### src/rtl/adc_seq_pkg.sv
package adc_seq_pkg;
  typedef enum logic [2:0] {
    PH_IDLE   = 3'd0,
    PH_SYNC   = 3'd1,
    PH_SAMPLE = 3'd2,
    PH_CONV   = 3'd3,
    PH_WRITE  = 3'd4
  } phase_e;
endpackage

### src/rtl/adc_clk_div.sv
// Free-running divider: one-cycle tick every DIV_BASE*(2^SEL_W - sel) clocks.
module adc_clk_div #(
  parameter int SEL_W    = 3,
  parameter int DIV_BASE = 4,
  parameter int CNT_W    = 5
) (
  input  logic             clk,
  input  logic             rst_n,
  input  logic [SEL_W-1:0] sel_i,
  output logic             tick_o
);
  localparam int NCODE = 1 << SEL_W;

  logic [CNT_W-1:0] cnt_q, cnt_d, limit;

  always_comb begin
    limit  = CNT_W'(DIV_BASE * (NCODE - int'(sel_i)) - 1);
    // >= so a shrunken ratio wraps at once instead of running to overflow
    tick_o = (cnt_q >= limit);
    cnt_d  = tick_o ? '0 : cnt_q + CNT_W'(1);
  end

  always_ff @(posedge clk or negedge rst_n) begin
    if (!rst_n) cnt_q <= '0;
    else        cnt_q <= cnt_d;
  end
endmodule

### src/rtl/adc_cfg_shadow.sv
// Holds the selects captured when a start is accepted.
module adc_cfg_shadow #(
  parameter int SEL_W = 3
) (
  input  logic             clk,
  input  logic             rst_n,
  input  logic             load_i,
  input  logic [SEL_W-1:0] div_i,
  input  logic [SEL_W-1:0] smp_i,
  output logic [SEL_W-1:0] div_o,
  output logic [SEL_W-1:0] smp_o
);
  always_ff @(posedge clk or negedge rst_n) begin
    if (!rst_n) begin
      div_o <= '0;
      smp_o <= '0;
    end else if (load_i) begin
      div_o <= div_i;
      smp_o <= smp_i;
    end
  end
endmodule

### src/rtl/adc_phase_fsm.sv
module adc_phase_fsm
  import adc_seq_pkg::*;
#(
  parameter int SEL_W       = 3,
  parameter int STC_BASE    = 2,
  parameter int DATA_BITS   = 10,
  parameter int CAL_PERIODS = 8,
  parameter int WRITE_CYC   = 2
) (
  input  logic             clk,
  input  logic             rst_n,
  input  logic             start_i,
  input  logic             tick_i,
  input  logic [SEL_W-1:0] smp_sel_i,
  output phase_e           phase_o,
  output logic             accept_o,
  output logic             step_o,
  output logic             done_o
);
  localparam int NCODE    = 1 << SEL_W;
  localparam int SMP_MAX  = STC_BASE * NCODE;
  localparam int CONV_LEN = DATA_BITS + CAL_PERIODS;
  localparam int PMAX_A   = (SMP_MAX > CONV_LEN) ? SMP_MAX : CONV_LEN;
  localparam int PMAX     = (PMAX_A > WRITE_CYC) ? PMAX_A : WRITE_CYC;
  localparam int PCNT_W   = $clog2(PMAX + 1);

  phase_e            ph_q, ph_d;
  logic [PCNT_W-1:0] k_q, k_d, smp_last;
  logic              done_d;

  always_comb begin
    smp_last = PCNT_W'(STC_BASE * (int'(smp_sel_i) + 1) - 1);
    accept_o = (ph_q == PH_IDLE) && start_i;
    step_o   = (ph_q == PH_CONV) && tick_i && (k_q >= PCNT_W'(CAL_PERIODS));
    ph_d     = ph_q;
    k_d      = k_q;
    done_d   = 1'b0;
    unique case (ph_q)
      PH_IDLE: if (start_i) begin
        ph_d = PH_SYNC;
        k_d  = '0;
      end
      PH_SYNC: if (tick_i) begin
        ph_d = PH_SAMPLE;
        k_d  = '0;
      end
      PH_SAMPLE: if (tick_i) begin
        if (k_q == smp_last) begin
          ph_d = PH_CONV;
          k_d  = '0;
        end else k_d = k_q + PCNT_W'(1);
      end
      PH_CONV: if (tick_i) begin
        if (k_q == PCNT_W'(CONV_LEN - 1)) begin
          ph_d = PH_WRITE;
          k_d  = '0;
        end else k_d = k_q + PCNT_W'(1);
      end
      PH_WRITE: begin
        if (k_q == PCNT_W'(WRITE_CYC - 1)) begin
          ph_d   = PH_IDLE;
          k_d    = '0;
          done_d = 1'b1;
        end else k_d = k_q + PCNT_W'(1);
      end
      default: begin
        ph_d = PH_IDLE;
        k_d  = '0;
      end
    endcase
  end

  always_ff @(posedge clk or negedge rst_n) begin
    if (!rst_n) begin
      ph_q   <= PH_IDLE;
      k_q    <= '0;
      done_o <= 1'b0;
    end else begin
      ph_q   <= ph_d;
      k_q    <= k_d;
      done_o <= done_d;
    end
  end

  assign phase_o = ph_q;
endmodule

### src/rtl/adc_seq_top.sv
module adc_seq_top
  import adc_seq_pkg::*;
#(
  parameter int SEL_W       = 3,
  parameter int DIV_BASE    = 4,
  parameter int STC_BASE    = 2,
  parameter int DATA_BITS   = 10,
  parameter int CAL_PERIODS = 8,
  parameter int WRITE_CYC   = 2,
  parameter int RST_STAGES  = 2
) (
  input  logic             clk,
  input  logic             rst_n,
  input  logic             start_i,
  input  logic [SEL_W-1:0] div_sel_i,
  input  logic [SEL_W-1:0] smp_sel_i,
  output logic             sample_o,
  output logic             convert_o,
  output logic             bit_step_o,
  output logic             write_o,
  output logic             busy_o,
  output logic             done_o
);
  localparam int NCODE = 1 << SEL_W;
  localparam int CNT_W = $clog2(DIV_BASE * NCODE);

  // reset: asserted asynchronously, released through a synchronizer
  logic [RST_STAGES-1:0] rst_pipe;
  logic                  rst_l;

  always_ff @(posedge clk or negedge rst_n) begin
    if (!rst_n) rst_pipe <= '0;
    else        rst_pipe <= {rst_pipe[RST_STAGES-2:0], 1'b1};
  end
  assign rst_l = rst_pipe[RST_STAGES-1];

  logic             accept, tick;
  logic [SEL_W-1:0] div_sh, smp_sh;
  phase_e           phase;

  adc_cfg_shadow #(.SEL_W(SEL_W)) u_shadow (
    .clk(clk), .rst_n(rst_l), .load_i(accept),
    .div_i(div_sel_i), .smp_i(smp_sel_i),
    .div_o(div_sh), .smp_o(smp_sh)
  );

  adc_clk_div #(.SEL_W(SEL_W), .DIV_BASE(DIV_BASE), .CNT_W(CNT_W)) u_div (
    .clk(clk), .rst_n(rst_l), .sel_i(div_sh), .tick_o(tick)
  );

  adc_phase_fsm #(
    .SEL_W(SEL_W), .STC_BASE(STC_BASE), .DATA_BITS(DATA_BITS),
    .CAL_PERIODS(CAL_PERIODS), .WRITE_CYC(WRITE_CYC)
  ) u_fsm (
    .clk(clk), .rst_n(rst_l), .start_i(start_i), .tick_i(tick),
    .smp_sel_i(smp_sh), .phase_o(phase), .accept_o(accept),
    .step_o(bit_step_o), .done_o(done_o)
  );

  always_comb begin
    sample_o  = (phase == PH_SAMPLE);
    convert_o = (phase == PH_CONV);
    write_o   = (phase == PH_WRITE);
    busy_o    = (phase != PH_IDLE);
  end
endmodule

### config.mk
export PLATFORM = sky130hd
export DESIGN_NAME = adc_seq_top
export DESIGN_NICKNAME = d
export VERILOG_FILES = /design/src/rtl/adc_seq_pkg.sv /design/src/rtl/adc_clk_div.sv /design/src/rtl/adc_cfg_shadow.sv /design/src/rtl/adc_phase_fsm.sv /design/src/rtl/adc_seq_top.sv
export SDC_FILE = /design/constraint.sdc
export NUM_CORES = 1
export LEC_CHECK = 0
export BUFFER_PORTS_ARGS = -buffer_cell sky130_fd_sc_hd__clkbuf_2
export CORE_MARGIN = 2
export CORE_UTILIZATION = 40
export DETAILED_ROUTE_END_ITERATION = 10
export PLACE_DENSITY = 0.65
export SYNTH_ARGS = -nofsm -noshare
export SYNTH_HDL_FRONTEND = slang
export SYNTH_SLANG_ARGS = --single-unit
### constraint.sdc
create_clock -name clk -period 2.5 [get_ports clk]
set_clock_uncertainty 0.1 [all_clocks]
set_input_delay 0.5 -clock clk [delete_from_list [all_inputs] [get_ports clk]]
set_output_delay 0.5 -clock clk [all_outputs]
set_load 0.005 [all_outputs]
# == Word-level counts from Yosys, hierarchy flattened ==
# Index checks and enable logic that the tools add are counted.
# classes
add_sub_neg,6
n_lt_le_gt_ge,2
n_eq_ne,14
muxes,19
n_reduce_logical,7
# ops
op,n
2-to-1 mux 5 bit,8
one-hot mux 5 bit (5 select lines),1
2-to-1 mux 3 bit,7
one-hot mux 3 bit (5 select lines),1
!= test 2 x 1 -> 1 bit (second input constant),6
adder 5 x 1 -> 5 bit (second input constant),2
subtractor 5 x 2 -> 5 bit (second input constant),2
AND reduction 7 bit,1
equality test 3 x 2 -> 1 bit (second input constant),2
equality test 5 x 1 -> 1 bit (second input constant),1
equality test 5 bit,1
equality test 5 bit (second input constant),1
greater-or-equal comparator 5 x 4 -> 1 bit (second input constant),1
greater-or-equal comparator 5 bit,1
adder 3 x 1 -> 4 bit (second input constant),1
AND reduction 4 bit,1
equality test 3 x 1 -> 1 bit (second input constant),1
equality test 3 bit (second input constant),1
logical AND 1 bit,3
logical NOT 3 bit,1
nonzero test 3 bit,1
subtractor 1 x 3 -> 3 bit (first input constant),1
2-to-1 mux 1 bit,2
!= test 2 bit (second input constant),1
# word_totals
regBits,22
out_inout_bits,6
elab_cells,55

# == Logic depth before layout (Yosys ltp) ==
# depth
word_depth,6
depth_mapped,10

# == Modules after synthesis ==
# Synthesis repeated with hierarchy kept, for this count alone.
# hier_totals
cells_unflattened,136
hier_area_um2,1407.6
# modules_own_cells
mod,instances,cells_per_inst,area_each_um2
adc_phase_fsm,1,85,748.2
adc_clk_div,1,31,322.8
adc_cfg_shadow,1,13,251.5
adc_seq_top,1,7,85.1

# == Worst setup path after synthesis ==
# No wires, ideal clock.
# synth_timing
kind,register to register
startpoint,reg u_shadow.div_o[0]
endpoint,reg u_fsm.ph_q[0] (netlist: u_fsm.phase_o[0])
setup_time_ns,0.128
arrival_ns,2.134
required_ns,2.272
setup_slack_ns,0.138
path_stages_with_launch,11
n_path_buf,0
cell_sequence,dfrtp_1 > inv_1 > ha_1 > xor2_1 > ha_1 > o21ai_0 > nor2_1 > nor4_1 > o21ai_2 > o21ai_2 > mux2_1
# synth_between
elab_chain_len,5
# synth_lines
element,line_no,text
"start, declared",adc_cfg_shadow.sv:10,"output logic [SEL_W-1:0] div_o,"
"start signal, assigned",adc_cfg_shadow.sv:18,div_o <= div_i;
subtractor 1 x 3 -> 3 bit (*),adc_clk_div.sv:17,limit = CNT_W'(DIV_BASE * (NCODE - int'(sel_i)) - 1);
subtractor 5 x 2 -> 5 bit (*),adc_clk_div.sv:17,
greater-or-equal comparator 5 bit (*),adc_clk_div.sv:19,tick_o = (cnt_q >= limit);
!= test 2 x 1 -> 1 bit (no source line),--,
AND reduction 7 bit (no source line) (*),--,
"end signal, assigned",adc_phase_fsm.sv:79,ph_q <= ph_d;
"end, declared",adc_phase_fsm.sv:27,"phase_e ph_q, ph_d;"
# Mark *: on every way between the ends. The rest lies on a longest branch, timed or not.
# A chain may end at the register's enable or synchronous reset.

# == Worst setup path after layout ==
# layout_timing
startpoint,reg u_shadow.div_o[0]
endpoint,out bit_step_o
# layout_between
elab_chain_len,5
# layout_lines
element,line_no,text
subtractor 1 x 3 -> 3 bit,adc_clk_div.sv:17,
subtractor 5 x 2 -> 5 bit,adc_clk_div.sv:17,
greater-or-equal comparator 5 bit,adc_clk_div.sv:19,
logical AND 1 bit (2 in series),adc_phase_fsm.sv:34,step_o = (ph_q == PH_CONV) && tick_i && (k_q >= PCNT_W'(CAL_PERIODS));
"end, declared",adc_seq_top.sv:19,"output logic bit_step_o,"
# No other way between the ends.

==> results.md <==
* Synth Register Bits at 22
* Crit Reg-Reg Startpoint: u_shadow.div_o[0]$_DFFE_PN0P_
* Final setup vio count at 2
* ANT nets after route at 0
* Largest net degree at the start of global routing at 21
* H-tree depth at 1
* Count of pins over their slew limit at 0
* Sink Count at 22
* Most common cell after layout, fill and taps aside: dfrtp_1
* Initial core utilization at 41.3%
* GRT Resource Usage Total at 14.3%
* Least-Margin Pin Slew at 0.798 ns
* Crit-path cells: inv_2, ha_4, xor2_1, ha_1, o21ai_1, nor2_1, o21ai_1, nand2b_1, o211a_1, clkbuf_2
* Worst setup SP type: flop
* Synth unique cells at 39
* IO Count at 15
* Critical Path RT at 1.90 ns
* WL final at 2.65 mm
* Final period utilization at 104%
* Final hold violation count at 0
* Synth Flop Type: dfrtp_1
* Worst-path maximum fanout at 2
* Vias in the first global route at 1,025
* GP Congestion at 0.769
* Met2 GRT Util at 24.9%
* DR WL/cell at 12.7 microns
* Later-pin clock latency in the skew report at 0.30 ns
* Nets@finish at 183
* Maximum clock insertion buffer count at 2
* N_diodes at 0
* RSZ-0062 raised after global routing: true
* Sequential fraction of the synthesis area at 40.6%
* FILL cells at 304
* Crit path DAT at 2.01 ns
* Slowest stage delay, CP at 0.41 ns
* YS warnings at 0
* Min setup slack post-route at -0.109 ns
* Failing checks: setup timing
* PD cells at 1450 nW/um^2
* Buf/Inv on CP at 2
* Syn_nets at 159
* Cells after Synth at 140
* Initial antenna violation count at 0
* Max transition margin at 46.8%
* Status: finished with violations
* Syn-to-layout area delta at 22.0%
* Syn Std Cell Area at 1360 sq um
* Minimum hold slack at 0.239 ns
* First-pass GRT wire length at 4.47 mm
* FF-to-FF End: u_fsm.phase_o[0]$_DFFE_PN0P_
* TritonRoute pass-1 iters at 4
* Max-cap violations at 0
* CTS tree: built
* FF-to-FF setup slack at -0.01 ns
* Leakage at 0.780 nW
* Tmin final at 2.61 ns
* Post-synth ARST share at 100%
* CP Class: flop to output pin
* Die Wd at 62.2 microns
* TritonCTS Buffers at 3
* Crit end category: output pin
* Top Family by Delay on Critical Path: adder cells
* Met1 Resource Use GR at 17.8%
* DIE AREA at 3870 sq um
* Vias per cell at 5.04
* Share of layout cells above drive strength 1 at 31.9%
* Maximum VDD drop at 0.000605 V
* HP Class: flop to asynchronous set/reset pin
* Vias post-DR at 1,054
* Drc violations at 0
* EDFF count, synth at 0
* IO buf count at 14
* Drt initial violations at 14
* Most frequent cells in the layout: dfrtp_1 (22), nor2_1 (16), clkbuf_2 (14)
* DP Wirelength at 1.89 mm
* Placement row count at 21
* Gr busiest metal: met2
* CP max-delay cell: dfrtp_1
* Die Y at 62.2 microns
* Most Frequent Cell on Critical Path: o21ai_1
* Register-to-Register Path Depth at 12
* Gr ovfl total at 0
* Placeable Area at 3280 sq um
* Root Driver: clkbuf_4
* Grt met3 use at 2.72%
* Worst-path clk slew at 0.12 ns
* Final setup TNS at -0.122 ns
* Max Fclk at 383 MHz
* Synth Area per Inst at 9.69 sq um
## through the flow
| stage | worst slack [ns] | cells | instance area, sq um | util, % | power, mW |
|---|---|---|---|---|---|
| after floorplan | 0.138 | 140 | 1360 | - | 1.45 |
| after global placement | 0.146 | 199 | 1480 | 45.0 | 1.74 |
| after detailed placement | 0.0762 | 199 | 1480 | 45.0 | 1.78 |
| after CTS | -0.152 | 207 | 1580 | 48.2 | 2.21 |
| after global routing | -0.298 | 209 | 1660 | 50.4 | 2.60 |
| final | -0.109 | 209 | 1660 | 50.4 | 2.39 |
## per-layer routing
metal  vias to the layer above  part of all wire, %
li1                        527                    -
met1                       504                   44
met2                        19                   52
met3                         4                  3.1
met4                         0                  1.2
met5                         -                    0
## how the worst max path moves through the flow
stage	endpoint	cells after the start	startpoint	slack (ns)
after floorplan	u_fsm.phase_o[0]$_DFFE_PN0P_	10	u_shadow.div_o[0]$_DFFE_PN0P_	0.14
after CTS	bit_step_o	10	u_shadow.div_o[0]$_DFFE_PN0P_	-0.15
after detailed placement	u_fsm.phase_o[0]$_DFFE_PN0P_	11	u_shadow.div_o[0]$_DFFE_PN0P_	0.08
after global routing	bit_step_o	10	u_shadow.div_o[0]$_DFFE_PN0P_	-0.30
final	bit_step_o	10	u_shadow.div_o[0]$_DFFE_PN0P_	-0.11
after global placement	u_fsm.phase_o[0]$_DFFE_PN0P_	11	u_shadow.div_o[0]$_DFFE_PN0P_	0.15
## worst reg2reg max path: cells and delay by family (launching register included)
kind	cells	cell delay, ns
buffers and inverters	3	0.39
xor gates and xnor gates	1	0.14
adders and majority gates	2	0.49
AOI/OAI and AO/OA	3	0.25
DFF	1	0.41
and+or+nand+nor	2	0.32
muxes	1	0.32
## state kept, by name (all words and copies together), names as in the netlist
register,flops
u_div.cnt_q,5
u_fsm.k_q,5
u_fsm.phase_o,3
u_shadow.div_o,3
u_shadow.smp_o,3
rst_pipe,2
u_fsm.done_o,1
## synth_stat cells (2+ instances only)
library cell / count / area share (%)
a211oi_1: 3 / 1.7
a21oi_1: 3 / 1.1
and2_1: 2 / 0.92
buf_6: 2 / 1.7
clkbuf_1: 2 / 0.55
dfrtp_1: 22 / 41
ha_1: 10 / 9.2
inv_1: 11 / 3.0
mux2_2: 3 / 2.5
mux2i_1: 2 / 1.5
nand2_1: 10 / 2.8
nand2b_1: 2 / 0.92
nand3_1: 8 / 3.0
nor2_1: 16 / 4.4
o21ai_0: 7 / 2.6
o21ai_1: 2 / 0.74
o21ai_2: 3 / 1.9
o22ai_1: 4 / 1.8
xnor2_1: 5 / 3.2
xor2_1: 4 / 2.6
## area by class of cell
type | count | area [sq um] | area share (%)
repair buffers | 24 | 155 | 9.37
well taps | 46 | 57.6 | 3.48
clock inverters | 1 | 30.0 | 1.81
clock buffers | 3 | 22.5 | 1.36
multi-input cells | 102 | 798 | 48.2
inverters | 11 | 41.3 | 2.49
flip-flops and latches | 22 | 551 | 33.3
## power breakdown
group / internal, mW / total, mW / switching, mW
clock: 0.162 / 0.268 / 0.106
combinational: 0.745 / 1.51 / 0.764
sequential: 0.480 / 0.616 / 0.136
## cells by family (layout without fill, tap and decap cells)
logic type	Yosys count	in the layout	synth area share, %
AND/OR/NAND/NOR	49	49	20.7
AO/OA/AOI/OAI	27	27	13.0
flip-flops	22	22	40.6
buffers and inverters	16	39	5.63
adder cells (fa/ha/maj)	10	10	9.23
XOR/XNOR	9	9	5.81
multiplexers	6	6	4.80
other	1	1	0.276
## what timing repair did
item,CTS,global route
hold endpoints to repair,2,0
resized for setup,5,13
hold buffers,1,0
endpoints found under the setup margin,1,9
setup buffers,3,4
pin swaps,2,9
No activity file was read; power rests on OpenSTA's default activity.
